$ cat config.mk
export PLATFORM = sky130hd
export DESIGN_NAME = hwin_host_window
export DESIGN_NICKNAME = d
export VERILOG_FILES = /design/src/rtl/hwin_pkg.sv /design/src/rtl/hwin_cfg_regs.sv /design/src/rtl/hwin_reg_stub.sv /design/src/rtl/hwin_byte_fifo.sv /design/src/rtl/hwin_host_window.sv
export SDC_FILE = /design/constraint.sdc
export NUM_CORES = 1
export LEC_CHECK = 0
export BUFFER_PORTS_ARGS = -buffer_cell sky130_fd_sc_hd__clkbuf_2
export CAP_MARGIN = 25
export CORE_MARGIN = 5
export CORE_UTILIZATION = 55
export CTS_BUF_LIST = sky130_fd_sc_hd__clkbuf_8
export CTS_CLUSTER_SIZE = 40
export DETAILED_ROUTE_END_ITERATION = 16
export PLACE_DENSITY = 0.77
export RECOVER_POWER = 25
export SYNTH_ARGS = -nofsm -noshare
export SYNTH_HDL_FRONTEND = slang
export SYNTH_HIERARCHICAL = 1
export SYNTH_SLANG_ARGS = --single-unit
$ cat constraint.sdc
create_clock -name clk -period 3.7 [get_ports clk]
set_clock_uncertainty 0.05 [all_clocks]
set_input_delay 0.185 -clock clk [delete_from_list [all_inputs] [get_ports clk]]
set_output_delay 0.185 -clock clk [all_outputs]
set_load 0.02 [all_outputs]
$ cat src/rtl/hwin_pkg.sv
package hwin_pkg;

    localparam int ADDR_W  = 5;
    localparam int WIN_AW  = 4;
    localparam int N_STUBS = 4;

    localparam logic [ADDR_W-1:0] OFS_ID_CLASS = 5'h00;
    localparam logic [ADDR_W-1:0] OFS_ID_REV   = 5'h01;
    localparam logic [ADDR_W-1:0] OFS_CTRL     = 5'h02;
    localparam logic [ADDR_W-1:0] OFS_AUX      = 5'h03;
    localparam logic [ADDR_W-1:0] OFS_INDEX    = 5'h04;

    localparam logic [7:0] IDX_FRAME_A = 8'h00;
    localparam logic [7:0] IDX_FRAME_B = 8'h01;
    localparam logic [7:0] IDX_LFIFO   = 8'h02;
    localparam logic [7:0] IDX_LINE_LO = 8'h04;
    localparam logic [7:0] IDX_LINE_HI = 8'h06;

    localparam logic [7:0] AUX_KEEP = 8'h8F;

    typedef enum logic [2:0] {
        TGT_FRAME_A = 3'd0,
        TGT_FRAME_B = 3'd1,
        TGT_LINE_LO = 3'd2,
        TGT_LINE_HI = 3'd3,
        TGT_FIFO    = 3'd4,
        TGT_NONE    = 3'd5
    } win_tgt_e;

    typedef struct packed {
        logic test;
        logic irq_en;
        logic tmr_clr;
        logic tmr_dis;
        logic unit_rst;
    } ctrl_t;

    function automatic win_tgt_e decode_index(input logic [7:0] idx);
        case (idx)
            IDX_FRAME_A: return TGT_FRAME_A;
            IDX_FRAME_B: return TGT_FRAME_B;
            IDX_LINE_LO: return TGT_LINE_LO;
            IDX_LINE_HI: return TGT_LINE_HI;
            IDX_LFIFO:   return TGT_FIFO;
            default:     return TGT_NONE;
        endcase
    endfunction

endpackage

$ cat src/rtl/hwin_cfg_regs.sv
module hwin_cfg_regs
    import hwin_pkg::*;
#(
    parameter logic [7:0] ID_CLASS = 8'hA1,
    parameter logic [7:0] ID_REV   = 8'h02
) (
    input  logic              clk,
    input  logic              rst,
    input  logic              wr_en,
    input  logic [ADDR_W-1:0] addr,
    input  logic [7:0]        wdata,
    input  logic [2:0]        src_n,
    output ctrl_t             ctrl,
    output logic [7:0]        index,
    output logic [7:0]        aux,
    output logic [7:0]        rdata
);

    always_ff @(posedge clk) begin
        if (rst) begin
            ctrl  <= '0;
            index <= '0;
            aux   <= '0;
        end else if (wr_en) begin
            case (addr)
                OFS_CTRL:  ctrl  <= ctrl_t'(wdata[$bits(ctrl_t)-1:0]);
                OFS_AUX:   aux   <= wdata & AUX_KEEP;
                OFS_INDEX: index <= wdata;
                default: ;
            endcase
        end
    end

    always_comb begin
        case (addr)
            OFS_ID_CLASS: rdata = ID_CLASS;
            OFS_ID_REV:   rdata = ID_REV;
            OFS_CTRL:     rdata = {5'b0, src_n};
            OFS_AUX:      rdata = aux;
            OFS_INDEX:    rdata = index;
            default:      rdata = 8'h00;
        endcase
    end

    assert_index_kept_R7: assert property (@(posedge clk) disable iff (rst)
        (wr_en && addr == OFS_INDEX) |=> index == $past(wdata));

    assert_aux_masked_R6: assert property (@(posedge clk) disable iff (rst)
        (wr_en && addr == OFS_AUX) |=> (aux[6:4] == 3'b000 && aux[7] == $past(wdata[7])));

endmodule

$ cat src/rtl/hwin_reg_stub.sv
module hwin_reg_stub #(
    parameter int AW = 4
) (
    input  logic          clk,
    input  logic          rst,
    input  logic          clr,
    input  logic          wr_en,
    input  logic [AW-1:0] addr,
    input  logic [7:0]    wdata,
    output logic [7:0]    rdata
);

    localparam int WORDS = 1 << AW;

    logic [7:0] mem [WORDS];

    always_ff @(posedge clk) begin
        if (clr) begin
            for (int i = 0; i < WORDS; i++) mem[i] <= 8'h00;
        end else if (wr_en) begin
            mem[addr] <= wdata;
        end
    end

    assign rdata = mem[addr];

    assert_stub_cleared_R12: assert property (@(posedge clk) disable iff (rst)
        $past(clr) |-> rdata == 8'h00);

endmodule

$ cat src/rtl/hwin_byte_fifo.sv
module hwin_byte_fifo #(
    parameter int DEPTH = 4
) (
    input  logic       clk,
    input  logic       rst,
    input  logic       clr,
    input  logic       push,
    input  logic       pop,
    input  logic [7:0] din,
    output logic [7:0] dout
);

    localparam int PW = (DEPTH > 1) ? $clog2(DEPTH) : 1;
    localparam int LW = $clog2(DEPTH + 1);
    localparam logic [LW-1:0] FULL_LVL = LW'(DEPTH);

    logic [7:0]    mem [DEPTH];
    logic [PW-1:0] rd_ptr, wr_ptr;
    logic [LW-1:0] level;
    logic          do_push, do_pop;

    assign do_pop  = pop && (level != '0);
    assign do_push = push && (level != FULL_LVL);

    always_ff @(posedge clk) begin
        if (clr) begin
            rd_ptr <= '0;
            wr_ptr <= '0;
            level  <= '0;
        end else begin
            if (do_push) begin
                mem[wr_ptr] <= din;
                wr_ptr      <= (wr_ptr == PW'(DEPTH - 1)) ? '0 : wr_ptr + 1'b1;
            end
            if (do_pop)
                rd_ptr <= (rd_ptr == PW'(DEPTH - 1)) ? '0 : rd_ptr + 1'b1;
            level <= level + LW'(do_push) - LW'(do_pop);
        end
    end

    assign dout = (level == '0) ? 8'h00 : mem[rd_ptr];

    assert_fifo_bound_R10: assert property (@(posedge clk) disable iff (rst)
        level <= FULL_LVL);

    assert_full_drop_R10: assert property (@(posedge clk) disable iff (rst || clr)
        (push && !pop && level == FULL_LVL) |=> level == FULL_LVL);

    assert_empty_read_R10: assert property (@(posedge clk) disable iff (rst || clr)
        (pop && !push && level == '0) |=> level == '0);

endmodule

$ cat src/rtl/hwin_host_window.sv
module hwin_host_window
    import hwin_pkg::*;
#(
    parameter logic [7:0] ID_CLASS   = 8'hA1,
    parameter logic [7:0] ID_REV     = 8'h02,
    parameter int         FIFO_DEPTH = 4
) (
    input  logic              clk,
    input  logic              rst,
    input  logic [ADDR_W-1:0] bus_addr,
    input  logic              bus_wr,
    input  logic              bus_rd,
    input  logic [7:0]        bus_wdata,
    output logic [7:0]        bus_rdata,
    input  logic [2:0]        src_irq_n,
    output logic              host_irq,
    output logic              unit_rst_o,
    output logic              tmr_dis_o,
    output logic              tmr_clr_o,
    output logic              test_o,
    output logic [3:0]        irq_sel_o,
    output logic              serbus_en_o
);

    ctrl_t      ctrl;
    logic [7:0] index, aux, cfg_rdata, fifo_dout;
    logic [7:0] stub_rd [N_STUBS];
    logic [7:0] win_rdata;
    win_tgt_e   tgt;
    logic       win_hit, func_clr, win_wr, win_rd;

    hwin_cfg_regs #(.ID_CLASS(ID_CLASS), .ID_REV(ID_REV)) u_cfg (
        .clk   (clk),
        .rst   (rst),
        .wr_en (bus_wr && !bus_addr[ADDR_W-1]),
        .addr  (bus_addr),
        .wdata (bus_wdata),
        .src_n (src_irq_n),
        .ctrl  (ctrl),
        .index (index),
        .aux   (aux),
        .rdata (cfg_rdata)
    );

    assign tgt      = decode_index(index);
    assign win_hit  = bus_addr[ADDR_W-1];
    assign func_clr = rst || ctrl.unit_rst;
    assign win_wr   = bus_wr && win_hit && !ctrl.unit_rst;
    assign win_rd   = bus_rd && win_hit && !ctrl.unit_rst;

    for (genvar s = 0; s < N_STUBS; s++) begin : g_stub
        hwin_reg_stub #(.AW(WIN_AW)) u_stub (
            .clk   (clk),
            .rst   (rst),
            .clr   (func_clr),
            .wr_en (win_wr && tgt == win_tgt_e'(s)),
            .addr  (bus_addr[WIN_AW-1:0]),
            .wdata (bus_wdata),
            .rdata (stub_rd[s])
        );
    end

    hwin_byte_fifo #(.DEPTH(FIFO_DEPTH)) u_fifo (
        .clk  (clk),
        .rst  (rst),
        .clr  (func_clr),
        .push (win_wr && tgt == TGT_FIFO),
        .pop  (win_rd && tgt == TGT_FIFO),
        .din  (bus_wdata),
        .dout (fifo_dout)
    );

    always_comb begin
        case (tgt)
            TGT_FRAME_A: win_rdata = stub_rd[0];
            TGT_FRAME_B: win_rdata = stub_rd[1];
            TGT_LINE_LO: win_rdata = stub_rd[2];
            TGT_LINE_HI: win_rdata = stub_rd[3];
            TGT_FIFO:    win_rdata = fifo_dout;
            default:     win_rdata = 8'h00;
        endcase
    end

    assign bus_rdata   = win_hit ? win_rdata : cfg_rdata;
    assign host_irq    = ctrl.irq_en && (src_irq_n != 3'b111);
    assign unit_rst_o  = ctrl.unit_rst;
    assign tmr_dis_o   = ctrl.tmr_dis;
    assign tmr_clr_o   = ctrl.tmr_clr;
    assign test_o      = ctrl.test;
    assign irq_sel_o   = aux[3:0];
    assign serbus_en_o = aux[7];

    assert_irq_quiet_after_clear_R5: assert property (@(posedge clk) disable iff (rst)
        (bus_wr && bus_addr == OFS_CTRL && bus_wdata == 8'h00) |=> !host_irq);

    assert_irq_none_pending_R5: assert property (@(posedge clk) disable iff (rst)
        (src_irq_n == 3'b111) |-> !host_irq);

    assert_window_held_R12: assert property (@(posedge clk) disable iff (rst)
        ($past(unit_rst_o) && unit_rst_o && win_hit) |-> bus_rdata == 8'h00);

endmodule

* After elaboration in Yosys (flattened, before gate mapping)
Memories as Yosys holds them, arrays and structs flattened. A register that Yosys moved wholly into a read port is not among the register bits.
Cells that the tools add are included.
** Storage, ports and cells
- Memories kept :: 5
- RAM bits :: 544
- Flip-flop bits (word level) :: 25
** Memory list
- g_stub[0].u_stub.mem :: words 16, width 8, read ports 1, clocked after memory_dff 0, wr ports 16, line hwin_reg_stub.sv:15 : logic [7:0] mem [WORDS];
- g_stub[1].u_stub.mem :: words 16, width 8, read ports 1, clocked after memory_dff 0, wr ports 16, line hwin_reg_stub.sv:15
- g_stub[2].u_stub.mem :: words 16, width 8, read ports 1, clocked after memory_dff 0, wr ports 16, line hwin_reg_stub.sv:15
- g_stub[3].u_stub.mem :: words 16, width 8, read ports 1, clocked after memory_dff 0, wr ports 16, line hwin_reg_stub.sv:15
- u_fifo.mem :: words 4, width 8, read ports 1, clocked after memory_dff 1, wr ports 1, line hwin_byte_fifo.sv:17 : logic [7:0] mem [DEPTH];
** Operators by class
- Equality and inequality tests :: 16
- Muxes and demuxes :: 38
- Add/sub/neg operators :: 4
- Reduce and logical (&&, ||, !) cells :: 29
** Operators by type and width (number)
- 8-bit case mux with 5 select lines :: 2
- 8-bit two-way mux :: 6
- 8-bit OR reduction :: 4
- 1-bit two-way mux :: 21
- 8-bit by 3-bit equality test with 1-bit output (second input constant) :: 2
- 4-bit two-way mux :: 4
- 3-bit case mux with 5 select lines :: 1
- 1-bit logical AND :: 14
- 5-bit by 2-bit equality test with 1-bit output (second input constant) :: 2
- 8-bit by 1-bit equality test with 1-bit output (second input constant) :: 1
- 8-bit by 2-bit equality test with 1-bit output (second input constant) :: 1
- 8-bit logical NOT :: 1
- 2-bit two-way mux :: 4
- 3-bit by 2-bit equality test with 1-bit output (second input constant) :: 2
- 3-bit logical NOT :: 2
- 3-bit != test (second input constant) :: 2
- 2-bit AND reduction :: 3
- 5-bit by 1-bit equality test with 1-bit output (second input constant) :: 1
- 5-bit by 3-bit equality test with 1-bit output (second input constant) :: 1
- 5-bit logical NOT :: 1
- 2-bit by 1-bit adder with 2-bit output (second input constant) :: 2
- 2-bit equality test (second input constant) :: 2
- 3-bit by 1-bit adder with 3-bit output :: 1
- 3-bit by 1-bit equality test with 1-bit output (second input constant) :: 1
- 5 further kinds :: 6

* Depth between registers and ports, before layout
Gate-level depths: netlist (run 1).
- Depth in word-level cells :: 9
- Mapped depth :: 15

* Hierarchy
The synthesis (run 1) kept the hierarchy.
** By module, submodules not included
- hwin_reg_stub :: sequential area each 3843.7 µm², times used 4, area each 5880.6 µm², cells each 376
- hwin_byte_fifo :: sequential area each 1141.1 µm², times used 1, area each 1700.4 µm², cells each 98
- hwin_cfg_regs :: sequential area each 360.3 µm², times used 1, area each 1033.5 µm², cells each 113
- hwin_host_window :: sequential area each 0.0 µm², times used 1, area each 600.6 µm², cells each 79

* Worst setup path after synthesis (run 1)
OpenSTA, ideal clock, no wires.
- Path kind :: reg-to-reg
- Start point :: reg u_cfg.index[5]
- End point :: reg u_fifo.level[2]
- Path buffers :: 0
- Cell stages (with the launch flop) :: 13
- Setup slack :: 949 ps
- Setup time :: 78 ps
- Data arrival time :: 2623 ps
- Cells stage by stage :: dfxtp_1 > nor4_4 > and4b_1 > and3_1 > o31ai_4 > ha_1 > inv_1 > ha_1 > inv_1 > fa_1 > xor2_1 > and2_1 > nor3_1
** Between the ends
- Longest elaborated chain between the ends :: 7
** Ends and longest elaborated chain
- start: declaration :: line hwin_cfg_regs.sv:14 : output logic [7:0] index,
- start signal: assignment :: line hwin_cfg_regs.sv:28 : OFS_INDEX: index <= wdata;
- 8-bit by 2-bit equality test with 1-bit output, or another cell as far along :: line hwin_pkg.sv:39 : case (idx)
- 3-bit case mux with 5 select lines * :: line hwin_pkg.sv:39
- 3-bit equality test * :: line hwin_host_window.sv:67, hwin_host_window.sv:68
- 1-bit logical AND :: line hwin_host_window.sv:67 : .push (win_wr && tgt == TGT_FIFO),
- 1-bit logical AND :: line hwin_byte_fifo.sv:23 : assign do_push = push && (level != FULL_LVL);
- 3-bit by 1-bit adder with 3-bit output :: line hwin_byte_fifo.sv:37 : level <= level + LW'(do_push) - LW'(do_pop);
- 3-bit by 1-bit subtractor with 3-bit output * :: line hwin_byte_fifo.sv:37
- end signal: assignment :: line hwin_byte_fifo.sv:37
- end: declaration :: line hwin_byte_fifo.sv:19 : logic [LW-1:0] level;
Mark *: on every way between the ends. The rest lies on a longest branch, timed or not.
A chain may end at the register's enable or synchronous reset.

==> key figures, run 1 <==
Clock network
  – Post-CTS Setup Repair Bufs: 0
  – TritonCTS Sinks: around 570
  – Bufs on Longest Clock Path: 3
  – CTS tree: done
  – CTS H-Tree Depth: 3
  – Source-to-sink clock delay at the later pin of the worst-skew pair: around 0.68 ns
  – CTS clk-pin slew, worst paths: about 0.060 ns
  – TritonCTS Buffers: 85
  – Cell chosen for the clock root: sky130_fd_sc_hd__clkbuf_8
  – PostCTS Resize Cnt: 0
  – Number of hold buffers added after CTS: 1

Synthesis
  – Cell count after synthesis: approximately 1800
  – Mapped Nets: 1818
  – Post-synth design cell area: 0.0268 mm²
  – Total of warnings raised by yosys: 6
  – Syn avg cell area: roughly 15 µm²

Worst setup path
  – Critical path endpoint category: primary output
  – Critical setup path kind: register to primary output
  – Maximum fanout count along the critical path: 1
  – Critical path data required time: 3.46 ns
  – Critical path arrival: ~3.2 ns
  – Critical-path cell list: mux4_2 -> a22oi_1 -> nand2_1 -> mux2_2 -> a41oi_1 -> o21ai_0 -> clkbuf_2
  – Delay of the slowest critical-path stage: 0.50 ns
  – CP max stage cell: sky130_fd_sc_hd__mux4_2
  – Startpoint type of the worst setup path: register

Floorplan
  – Row count: a little over 80
  – Initial Utilization: 0.552
  – Die Width: 231 µm
  – DIE AREA: around 0.053 mm²
  – Height of the die: about 230 µm
  – Area of the core: between 0.04 and 0.05 mm²
  – I/O pin count: 38

Routing
  – Via count: approximately 15000
  – Number of vias per cell after detailed routing: between 5 and 6
  – Count of unresolved DRC violations after routing: 0
  – Count of nets left with antenna violations after detail routing: 0
  – Violation count after the first detailed-route iteration: approximately 1800
  – Average wire length per cell after detail routing: approximately 23 µm
  – Number of search-and-repair iterations in the first detailed-routing pass: 5
  – Total length of routed wires: 59.6 mm

STA
  – Maximum frequency from static timing analysis: between 200 and 300 MHz
  – Fin crit period: ~3.4 ns
  – Worst slew pin tran: about 2.3 ns
  – Hold Fails Final Rpt: 0
  – Post-route clock period utilization: 0.914
  – Max-slew violation total from the final report: 487
  – RSZ-0062 raised after global routing: false
  – Total of endpoints with negative setup slack in the final report: 0
  – Worst max-slew margin expressed relative to the limit: -0.529
  – Final total negative setup slack: 0 ns

Placement
  – Post-DP Area: about 0.028 mm²
  – RD Place Congestion: approximately 0.91
  – Total half-perimeter wirelength after legalization and detailed placement: between 30 and 40 mm
  – I/O Buffers: 37

Power and ir drop
  – Largest voltage drop on the vdd net: ~0.38 mV
  – P per Cell Area: about 440 mW/mm²
  – Reported leakage power: about 11 nW

Cells and area
  – Final net count: 1921
  – Post-route standard cell area excluding fillers: between 0.02 and 0.03 mm²
  – Final-layout fill cell count: roughly 3700
  – Share of final-layout standard cells stronger than drive strength 1: 0.213
  – Layout overhead on the synthesized area: 9.57%

Global route
  – Overall routing resource usage: 0.226
  – Global-route wire length before repair: 92.0 mm
  – Maximum number of pins on one net before global-route repair: slightly below 80
  – Total congestion overflow after global routing: 0
  – Antenna violations before repair: 1
  – Vias in the first global route: approximately 15000

Worst hold path
  – Min-Delay Path Class: input port to register

Flow run
  – Number of maximum-capacitance constraint violations: 12

Outcome
  – Result of the run: complete, but fails checks
  – Violated checks: max-capacitance violations, max-slew violations
[worst max-delay path: cells and delay by family (launching register included)]
| kind | cells | cell delay [ns] |
|---|---|---|
| multiplexers | 2 | 0.83 |
| AO/OA/AOI/OAI | 3 | 0.85 |
| flip-flops | 1 | 0.37 |
| AND/OR/NAND/NOR | 1 | 0.18 |
| buffers and inverters | 1 | 0.24 |
[path summary, 6_finish.rpt]
kind / from / end / slack (ns) / cells after the start
worst max register to register: u_cfg/ctrl[0] / g_stub[1].u_stub/mem[13][4] / 0.45 / 5
worst max-delay path: g_stub[0].u_stub/mem[11][3] / bus_rdata[3] / 0.32 / 7
worst min-delay path: bus_rd / register / 0.11 / 6
worst min register to register: u_cfg/ctrl[3] / u_cfg/ctrl[3] / 0.43 / 2
[state kept, by name, summed over array words and instances (netlist names), named ones only]
signal and cells:
g_stub.u_stub/mem 512, u_cfg/aux 5, u_cfg/ctrl 5, u_cfg/index 8, u_fifo/level 3, u_fifo/mem 32, u_fifo/rd_ptr 2, u_fifo/wr_ptr 2
[layer usage]
metal | part of all wire | vias to the layer above | global-route usage
li1 | - | 6873 | -
met1 | 0.41 | 7645 | 0.322
met2 | 0.47 | 672 | 0.351
met3 | 0.088 | 114 | 0.0442
met4 | 0.030 | 2 | 0.0828
met5 | 0.00018 | - | 0
[final cells by class]
type                            count  area (µm²)  area share
Antenna cell                        2        5.00    0.000170
Inverter                           11        41.3     0.00140
Timing Repair Buffer              117         689      0.0235
Tap cell                          622         778      0.0265
Clock buffer                       89        1220      0.0417
Clock inverter                     63         355      0.0121
Multi-Input combinational cell   1107        9430       0.321
Sequential cell                   571       16900       0.574
[cells in the final DEF, fill, tap and decap left out, drive strengths merged, types with 6 or more instances in the layout]
cell type	n
edfxtp	544
and2	518
clkbuf	162
mux4	137
a22oi	73
or2	66
nor2	63
buf	43
nand2	40
inv	40
nand2b	33
dfxtp	27
clkinv	26
nor2b	23
nor3	20
mux2i	16
mux2	16
o21ai	14
nand4bb	8
nor3b	8
nand3	8
a41oi	7
a21oi	7
ha	7
and2b	6
and3	6
[through the flow]
stage	std cells	total power, mW	util	hold slack [ns]	setup slack, ns
2_1_floorplan	1790	7.96	-	0.234	0.949
3_3_place_gp	2425	8.28	0.575	0.417	0.688
3_5_place_dp	2425	8.30	0.575	0.422	0.654
4_1_cts	2578	13.1	0.608	0.00185	0.348
5_1_grt	2580	13.5	0.604	0.114	0.254
6_report	2582	13.0	0.604	0.114	0.319
[where the power goes]
part	internal (mW)	leakage (nW)	switching (mW)	total [mW]
clock	2.44	0.905	2.40	4.84
sequential	7.24	5.84	0.0626	7.31
combinational	0.313	3.98	0.552	0.865
total	10.0	10.7	3.01	13.0
Note: power is estimated with default switching activity, not from simulation.
==> run 2: changes to the inputs <==
BUFFER_PORTS_ARGS = -buffer_cell sky130_fd_sc_hd__buf_4   (was -buffer_cell sky130_fd_sc_hd__clkbuf_2)
HOLD_SLACK_MARGIN = 0.05   (was default)
==> run 2 against run 1 <==
Via count barely moved; flip-flop and latch count did not move; final area rose by 0.19%; setup slack improved by 0.029 ns; register-to-register slack got worse by 0.05 ns; the run still ends with max-capacitance violations, max-slew violations left; count of clock-buffer cells in the layout rose by 5; global-route usage fell by 0.38 points; first-iteration DRC count fell by 19%; largest power group unchanged; largest cell class unchanged; critical path type unchanged; total power rose by 1.4%.
==> key figures, run 2 (synthesized netlist as in run 1, its figures left out) <==
Outcome
  – Result of the run: complete, but fails checks
  – Violated checks: max-capacitance violations, max-slew violations

STA
  – RSZ-0062 raised after global routing: false
  – Max-slew violation total from the final report: roughly 640
  – Post-route clock period utilization: 0.906
  – Final total negative setup slack: 0 ns
  – Hold Fails Final Rpt: 0
  – Fin crit period: ~3.4 ns
  – Hold slack: between 0.1 and 0.15 ns
  – Worst max-slew margin expressed relative to the limit: -1.51
  – Maximum frequency from static timing analysis: slightly below 300 MHz
  – Total of endpoints with negative setup slack in the final report: 0
  – Worst slew pin tran: between 3 and 4 ns
  – Worst setup slack after layout: 0.349 ns

Power and ir drop
  – Largest voltage drop on the vdd net: 0.351 mV
  – Total Power: around 13 mW
  – P per Cell Area: roughly 450 mW/mm²
  – Reported leakage power: 10.7 nW

Clock network
  – Cell chosen for the clock root: sky130_fd_sc_hd__clkbuf_8
  – CTS H-Tree Depth: 3
  – CTS clk-pin slew, worst paths: 0.07 ns
  – TritonCTS Sinks: ~570
  – PostCTS Resize Cnt: 0
  – CTS tree: done
  – TritonCTS Buffers: about 90
  – Bufs on Longest Clock Path: 3
  – Source-to-sink clock delay at the later pin of the worst-skew pair: around 0.67 ns

Floorplan
  – Row count: between 80 and 90
  – Height of the die: around 230 µm
  – DIE AREA: 0.0533 mm²
  – Initial Utilization: 0.552
  – Die Width: 231 µm
  – Area of the core: ~0.05 mm²
  – I/O pin count: 38

Cells and area
  – Share of final-layout standard cells stronger than drive strength 1: 0.214
  – Layout overhead on the synthesized area: 9.78%
  – Flip-flop count of the largest register, all copies and words added: between 500 and 600
  – Top library cells by usage in the layout, fill and taps aside: sky130_fd_sc_hd__edfxtp_1, sky130_fd_sc_hd__and2_1, sky130_fd_sc_hd__mux4_2
  – Final-layout fill cell count: between 3000 and 4000
  – Final net count: about 1900
  – Top flop regs: g_stub.u_stub/mem x512, u_fifo/mem x32, u_cfg/index x8
  – Most flops, register: g_stub.u_stub/mem
  – Most common cell after layout, fill and taps aside: sky130_fd_sc_hd__edfxtp_1

Placement
  – Post-Place Setup Slack: around 0.57 ns
  – I/O Buffers: 37
  – Total half-perimeter wirelength after legalization and detailed placement: approximately 37 mm
  – RD Place Congestion: around 0.86

Routing
  – Total length of routed wires: just under 60 mm
  – Average wire length per cell after detail routing: between 20 and 25 µm
  – Count of nets left with antenna violations after detail routing: 0
  – Count of unresolved DRC violations after routing: 0
  – Number of vias per cell after detailed routing: ~6
  – Violation count after the first detailed-route iteration: approximately 1500
  – Number of search-and-repair iterations in the first detailed-routing pass: 6
  – Via count: 15300

Global route
  – Met2 usage in global routing: 0.341
  – Maximum number of pins on one net before global-route repair: between 70 and 80
  – Most used routing layer: met2
  – Global-route wire length before repair: about 91 mm
  – Vias in the first global route: about 15000
  – Overall routing resource usage: 0.222
  – Total congestion overflow after global routing: 0
  – Global-route met1 utilization: 0.326
  – Antenna violations before repair: 0
  – Met3 track demand over resource: 0.0438

Worst setup path
  – Critical setup path kind: register to primary output
  – Critical path endpoint category: primary output
  – Critical path data required time: around 3.5 ns
  – Maximum fanout count along the critical path: 1
  – Critical path arrival: approximately 3.1 ns
  – Startpoint type of the worst setup path: register
  – CP Launch Point: g_stub[0].u_stub/mem[8][7]
  – Launch instance of the worst register-to-register path: u_cfg/ctrl[0]

Worst hold path
  – Hold path startpoint: bus_wr
  – Min-Delay Path Class: input port to register

Flow run
  – Number of maximum-capacitance constraint violations: 9
==> run 2: changes by cell type in the layout (fill, tap and decap cells not counted), moves of 5 or more <==
cell,change
sky130_fd_sc_hd__clkinv_2,+7
sky130_fd_sc_hd__clkbuf_8,+5
sky130_fd_sc_hd__and2_1,+10
sky130_fd_sc_hd__clkbuf_2,-16
sky130_fd_sc_hd__clkbuf_1,-10
sky130_fd_sc_hd__and2_0,-10
==> run 2: what timing repair did <==
item / in CTS / in global routing
setup endpoints to repair: 0 / 0
endpoints found under the hold margin: 22 / 0
setup buffers: 0 / 0
hold buffers: 4 / 0
==> run 2: worst paths after layout <==
kind | to | slack [ns] | cells after the start
max | bus_rdata[7] | 0.35 | 7
min | u_cfg/ctrl[2] | 0.13 | 5
max reg2reg | u_fifo/mem[3][2] | 0.40 | 4
min reg2reg | u_cfg/ctrl[3] | 0.44 | 2
==> run 2: metrics by stage <==
stage | instance area, µm² | utilization | cells
2_1_floorplan | 26800 | - | 1790
3_3_place_gp | 27900 | 0.573 | 2404
3_5_place_dp | 27900 | 0.573 | 2404
4_1_cts | 29600 | 0.609 | 2574
5_1_grt | 29400 | 0.605 | 2574
6_report | 29500 | 0.605 | 2576
==> run 2: metal layers <==
| layer | share of wire | vias up | routed length [µm] |
|---|---|---|---|
| met3 | 0.088 | 89 | 5200 |
| met4 | 0.025 | 0 | 1460 |
| met5 | 0 | - | 0 |
| met1 | 0.43 | 7675 | 25000 |
| li1 | - | 6852 | - |
| met2 | 0.46 | 687 | 27100 |
==> run 2: power breakdown <==
group / total (mW) / internal [mW] / switching [mW]
sequential: 7.31 / 7.25 / 0.0648
combinational: 0.862 / 0.314 / 0.547
clock: 5.02 / 2.58 / 2.44
total: 13.2 / 10.1 / 3.06
==> run 2: final cells by class <==
cell class | instances | area, µm² | share of cell area
sequential | 571 | 16900 | 0.573
multi-input combinational | 1107 | 9440 | 0.320
clock buffer | 94 | 1290 | 0.0439
tap | 622 | 778 | 0.0264
timing repair buffer | 97 | 624 | 0.0212
clock inverter | 72 | 400 | 0.0136
inverter | 11 | 41.3 | 0.00140
antenna | 2 | 5.00 | 0.000170
==> run 2: critical path, cell delays in order (launching register included) <==
cell	delay, ns
sky130_fd_sc_hd__edfxtp_1	0.39
sky130_fd_sc_hd__mux4_2	0.48
sky130_fd_sc_hd__a22oi_1	0.29
sky130_fd_sc_hd__nand2_1	0.19
sky130_fd_sc_hd__mux2_2	0.33
sky130_fd_sc_hd__a41oi_1	0.30
sky130_fd_sc_hd__o21ai_0	0.24
sky130_fd_sc_hd__buf_4	0.22
==> run 3: changes to the inputs <==
--- a/constraint.sdc
+++ b/constraint.sdc
@@ -4,2 +4,2 @@
 set_output_delay 0.185 -clock clk [all_outputs]
-set_load 0.02 [all_outputs]
+set_load 0.005 [all_outputs]
==> run 3 against run 2 <==
The run still ends with max-capacitance violations, max-slew violations left; die area stayed put; final area is 0.22% higher; count of clock-buffer cells in the layout is 2 higher; cell count hardly changed; first-iteration DRC count is 7.6% higher; wire length is 3.7% higher; highest routed layer unchanged; largest power group unchanged; via count is 0.82% higher; non-clock buffer count is 1 lower; global-route usage is 0.85 points higher; combinational power hardly changed.
==> key figures, run 3 (synthesized netlist as in run 1, its figures left out) <==
Worst setup path
  – Critical path data required time: around 3.5 ns
  – Critical path arrival: roughly 3.1 ns
  – Slack of the worst reg-to-reg path: roughly 0.46 ns
  – Critical path endpoint category: primary output
  – Worst r2r dst: g_stub[2].u_stub/mem[0][4]
  – Startpoint type of the worst setup path: register
  – Launch instance of the worst register-to-register path: u_cfg/index[5]
  – Maximum fanout count along the critical path: 1
  – Critical setup path kind: register to primary output
  – Worst r2r path cells: 6

Power and ir drop
  – Clock power share: 0.377
  – Internal: around 10 mW
  – Sw Share: 0.232
  – Largest voltage drop on the vdd net: 0.481 mV
  – Switching power: 3.04 mW
  – Proportion of power drawn by combinational gates: 0.066
  – Total Power: about 13 mW
  – Reported leakage power: approximately 11 nW
  – Share of power burned in registers: 0.557
  – P per Cell Area: around 450 mW/mm²

Clock network
  – CTS H-Tree Depth: 3
  – PostCTS Resize Cnt: 0
  – TritonCTS Sinks: around 570
  – Bufs on Longest Clock Path: 3
  – Cell chosen for the clock root: sky130_fd_sc_hd__clkbuf_8
  – CTS clk-pin slew, worst paths: approximately 0.060 ns
  – Post-CTS Setup Repair Bufs: 0
  – CTS tree: done
  – TritonCTS Buffers: a little under 90
  – Source-to-sink clock delay at the later pin of the worst-skew pair: ~0.67 ns

STA
  – Hold slack: around 0.12 ns
  – Worst max-slew margin expressed relative to the limit: -1.56
  – Max-slew violation total from the final report: about 570
  – Maximum frequency from static timing analysis: ~300 MHz
  – Total of endpoints with negative setup slack in the final report: 0
  – Post-route clock period utilization: 0.907
  – Worst setup slack after layout: about 0.35 ns
  – Final total negative setup slack: 0 ns
  – Worst slew pin tran: approximately 3.8 ns
  – RSZ-0062 raised after global routing: false
  – Hold Fails Final Rpt: 0
  – Fin crit period: between 3 and 4 ns

Global route
  – Vias in the first global route: roughly 16000
  – Antenna violations before repair: 3
  – Maximum number of pins on one net before global-route repair: 79
  – Total congestion overflow after global routing: 0
  – Global-route wire length before repair: 93.8 mm
  – Overall routing resource usage: 0.230

Placement
  – Total half-perimeter wirelength after legalization and detailed placement: ~39 mm
  – Number of instances in the placed design: 2403
  – RD Place Congestion: 0.846
  – Post-DP Area: 0.0279 mm²
  – Post-Place Setup Slack: ~0.6 ns
  – I/O Buffers: 37

Outcome
  – Result of the run: complete, but fails checks
  – Violated checks: max-capacitance violations, max-slew violations

Cells and area
  – Top flop regs: g_stub.u_stub/mem x512, u_fifo/mem x32, u_cfg/index x8
  – Final net count: about 1900
  – Most flops, register: g_stub.u_stub/mem
  – Final Instance Count excl. Fillers: approximately 2600
  – Most common cell after layout, fill and taps aside: sky130_fd_sc_hd__edfxtp_1
  – Flip-flop count of the largest register, all copies and words added: about 510
  – Final core occ: 0.607
  – Final-layout fill cell count: roughly 3600
  – Post-route standard cell area excluding fillers: between 0.02 and 0.03 mm²
  – Layout overhead on the synthesized area: 10.0%
  – Top library cells by usage in the layout, fill and taps aside: sky130_fd_sc_hd__edfxtp_1, sky130_fd_sc_hd__and2_1, sky130_fd_sc_hd__mux4_2
  – Share of final-layout standard cells stronger than drive strength 1: 0.223

Routing
  – Detailed route wirelength on metal3: ~5.3 mm
  – Number of vias per cell after detailed routing: roughly 6.0
  – Top Metal Used: met4
  – Count of unresolved DRC violations after routing: 0
  – Wire length on met1: roughly 25 mm
  – Average wire length per cell after detail routing: around 24 µm
  – Met2 layer wire length in the routed design: approximately 28 mm
  – Via count: roughly 15000
  – Total length of routed wires: slightly above 60 mm
  – Number of search-and-repair iterations in the first detailed-routing pass: 5
  – Count of nets left with antenna violations after detail routing: 0
  – Violation count after the first detailed-route iteration: ~1600

Floorplan
  – DIE AREA: between 0.05 and 0.06 mm²
  – I/O pin count: 38
  – Row count: 81
  – Area of the core: roughly 0.05 mm²
  – Initial Utilization: 0.552
  – Die Width: between 200 and 250 µm
  – Height of the die: about 230 µm

Worst hold path
  – Hold path startpoint: bus_wr
  – Hold Path Sink: u_cfg/index[4]
  – Min-Delay Path Class: input port to register
  – Min-Delay Path Depth: 4

Flow run
  – Number of maximum-capacitance constraint violations: 8
run 3: cell count changes in the layout (fill, tap and decap cells not counted), sizes merged:
| cell | delta |
|---|---|
| buf | +18 |
| clkbuf | -17 |
| clkinv | +14 |
| inv | -13 |
| clkinvlp | -3 |
| bufinv | -1 |
| diode | +1 |
run 3: final cells by class:
type / count / area [µm²] / area share
diodes: 3 / 7.51 / 0.000254
clock buffers: 96 / 1320 / 0.0448
clock inverters: 69 / 338 / 0.0114
inverters: 11 / 41.3 / 0.00140
multi-input cells: 1107 / 9420 / 0.319
flip-flops and latches: 571 / 16900 / 0.572
well taps: 622 / 778 / 0.0264
repair buffers: 96 / 738 / 0.0250
run 3: metal layers:
metal | track usage | vias up
met4 | 0.0786 | 0
met5 | 0 | -
met3 | 0.0438 | 120
met1 | 0.330 | 7759
li1 | - | 6855
met2 | 0.360 | 695
run 3: worst max-delay path, cell delays in order, from the launching register on:
cell and delay, ns:
sky130_fd_sc_hd__edfxtp_1 0.39, sky130_fd_sc_hd__mux4_2 0.49, sky130_fd_sc_hd__a22oi_1 0.34, sky130_fd_sc_hd__nand2_1 0.15, sky130_fd_sc_hd__mux2_2 0.31, sky130_fd_sc_hd__a41oi_1 0.34, sky130_fd_sc_hd__o21ai_0 0.25, sky130_fd_sc_hd__buf_4 0.19
run 3: worst max path at each step:
| stage | startpoint | to | slack, ns | cells past startpoint |
|---|---|---|---|---|
| floorplan | u_cfg/index[5] | u_fifo/level[2] | 0.95 | 12 |
| global placement | bus_addr[0] | bus_rdata[6] | 0.64 | 10 |
| detailed placement | bus_addr[0] | bus_rdata[6] | 0.59 | 10 |
| CTS | g_stub[0].u_stub/mem[10][3] | bus_rdata[3] | 0.32 | 7 |
| global route | u_cfg/index[5] | g_stub[2].u_stub/mem[13][1] | 0.18 | 6 |
| finish | g_stub[0].u_stub/mem[8][4] | bus_rdata[4] | 0.35 | 7 |
run 3: power by group through the flow:
| stage | Clock [mW] | Sequential [mW] | Combinational, mW |
|---|---|---|---|
| 2_1_floorplan | 0 | 7.40 | 0.550 |
| 3_3_place_gp | 0 | 7.44 | 0.842 |
| 3_5_place_dp | 0 | 7.45 | 0.862 |
| 4_1_cts | 5.05 | 7.32 | 0.867 |
| 5_1_grt | 5.36 | 7.33 | 0.915 |
| 6_report | 4.96 | 7.32 | 0.865 |
run 3: repair_timing:
action                     4_1_cts  5_1_grt
hold buffers                     4        0
hold endpoints to repair        22        0
setup endpoints to repair        0        0
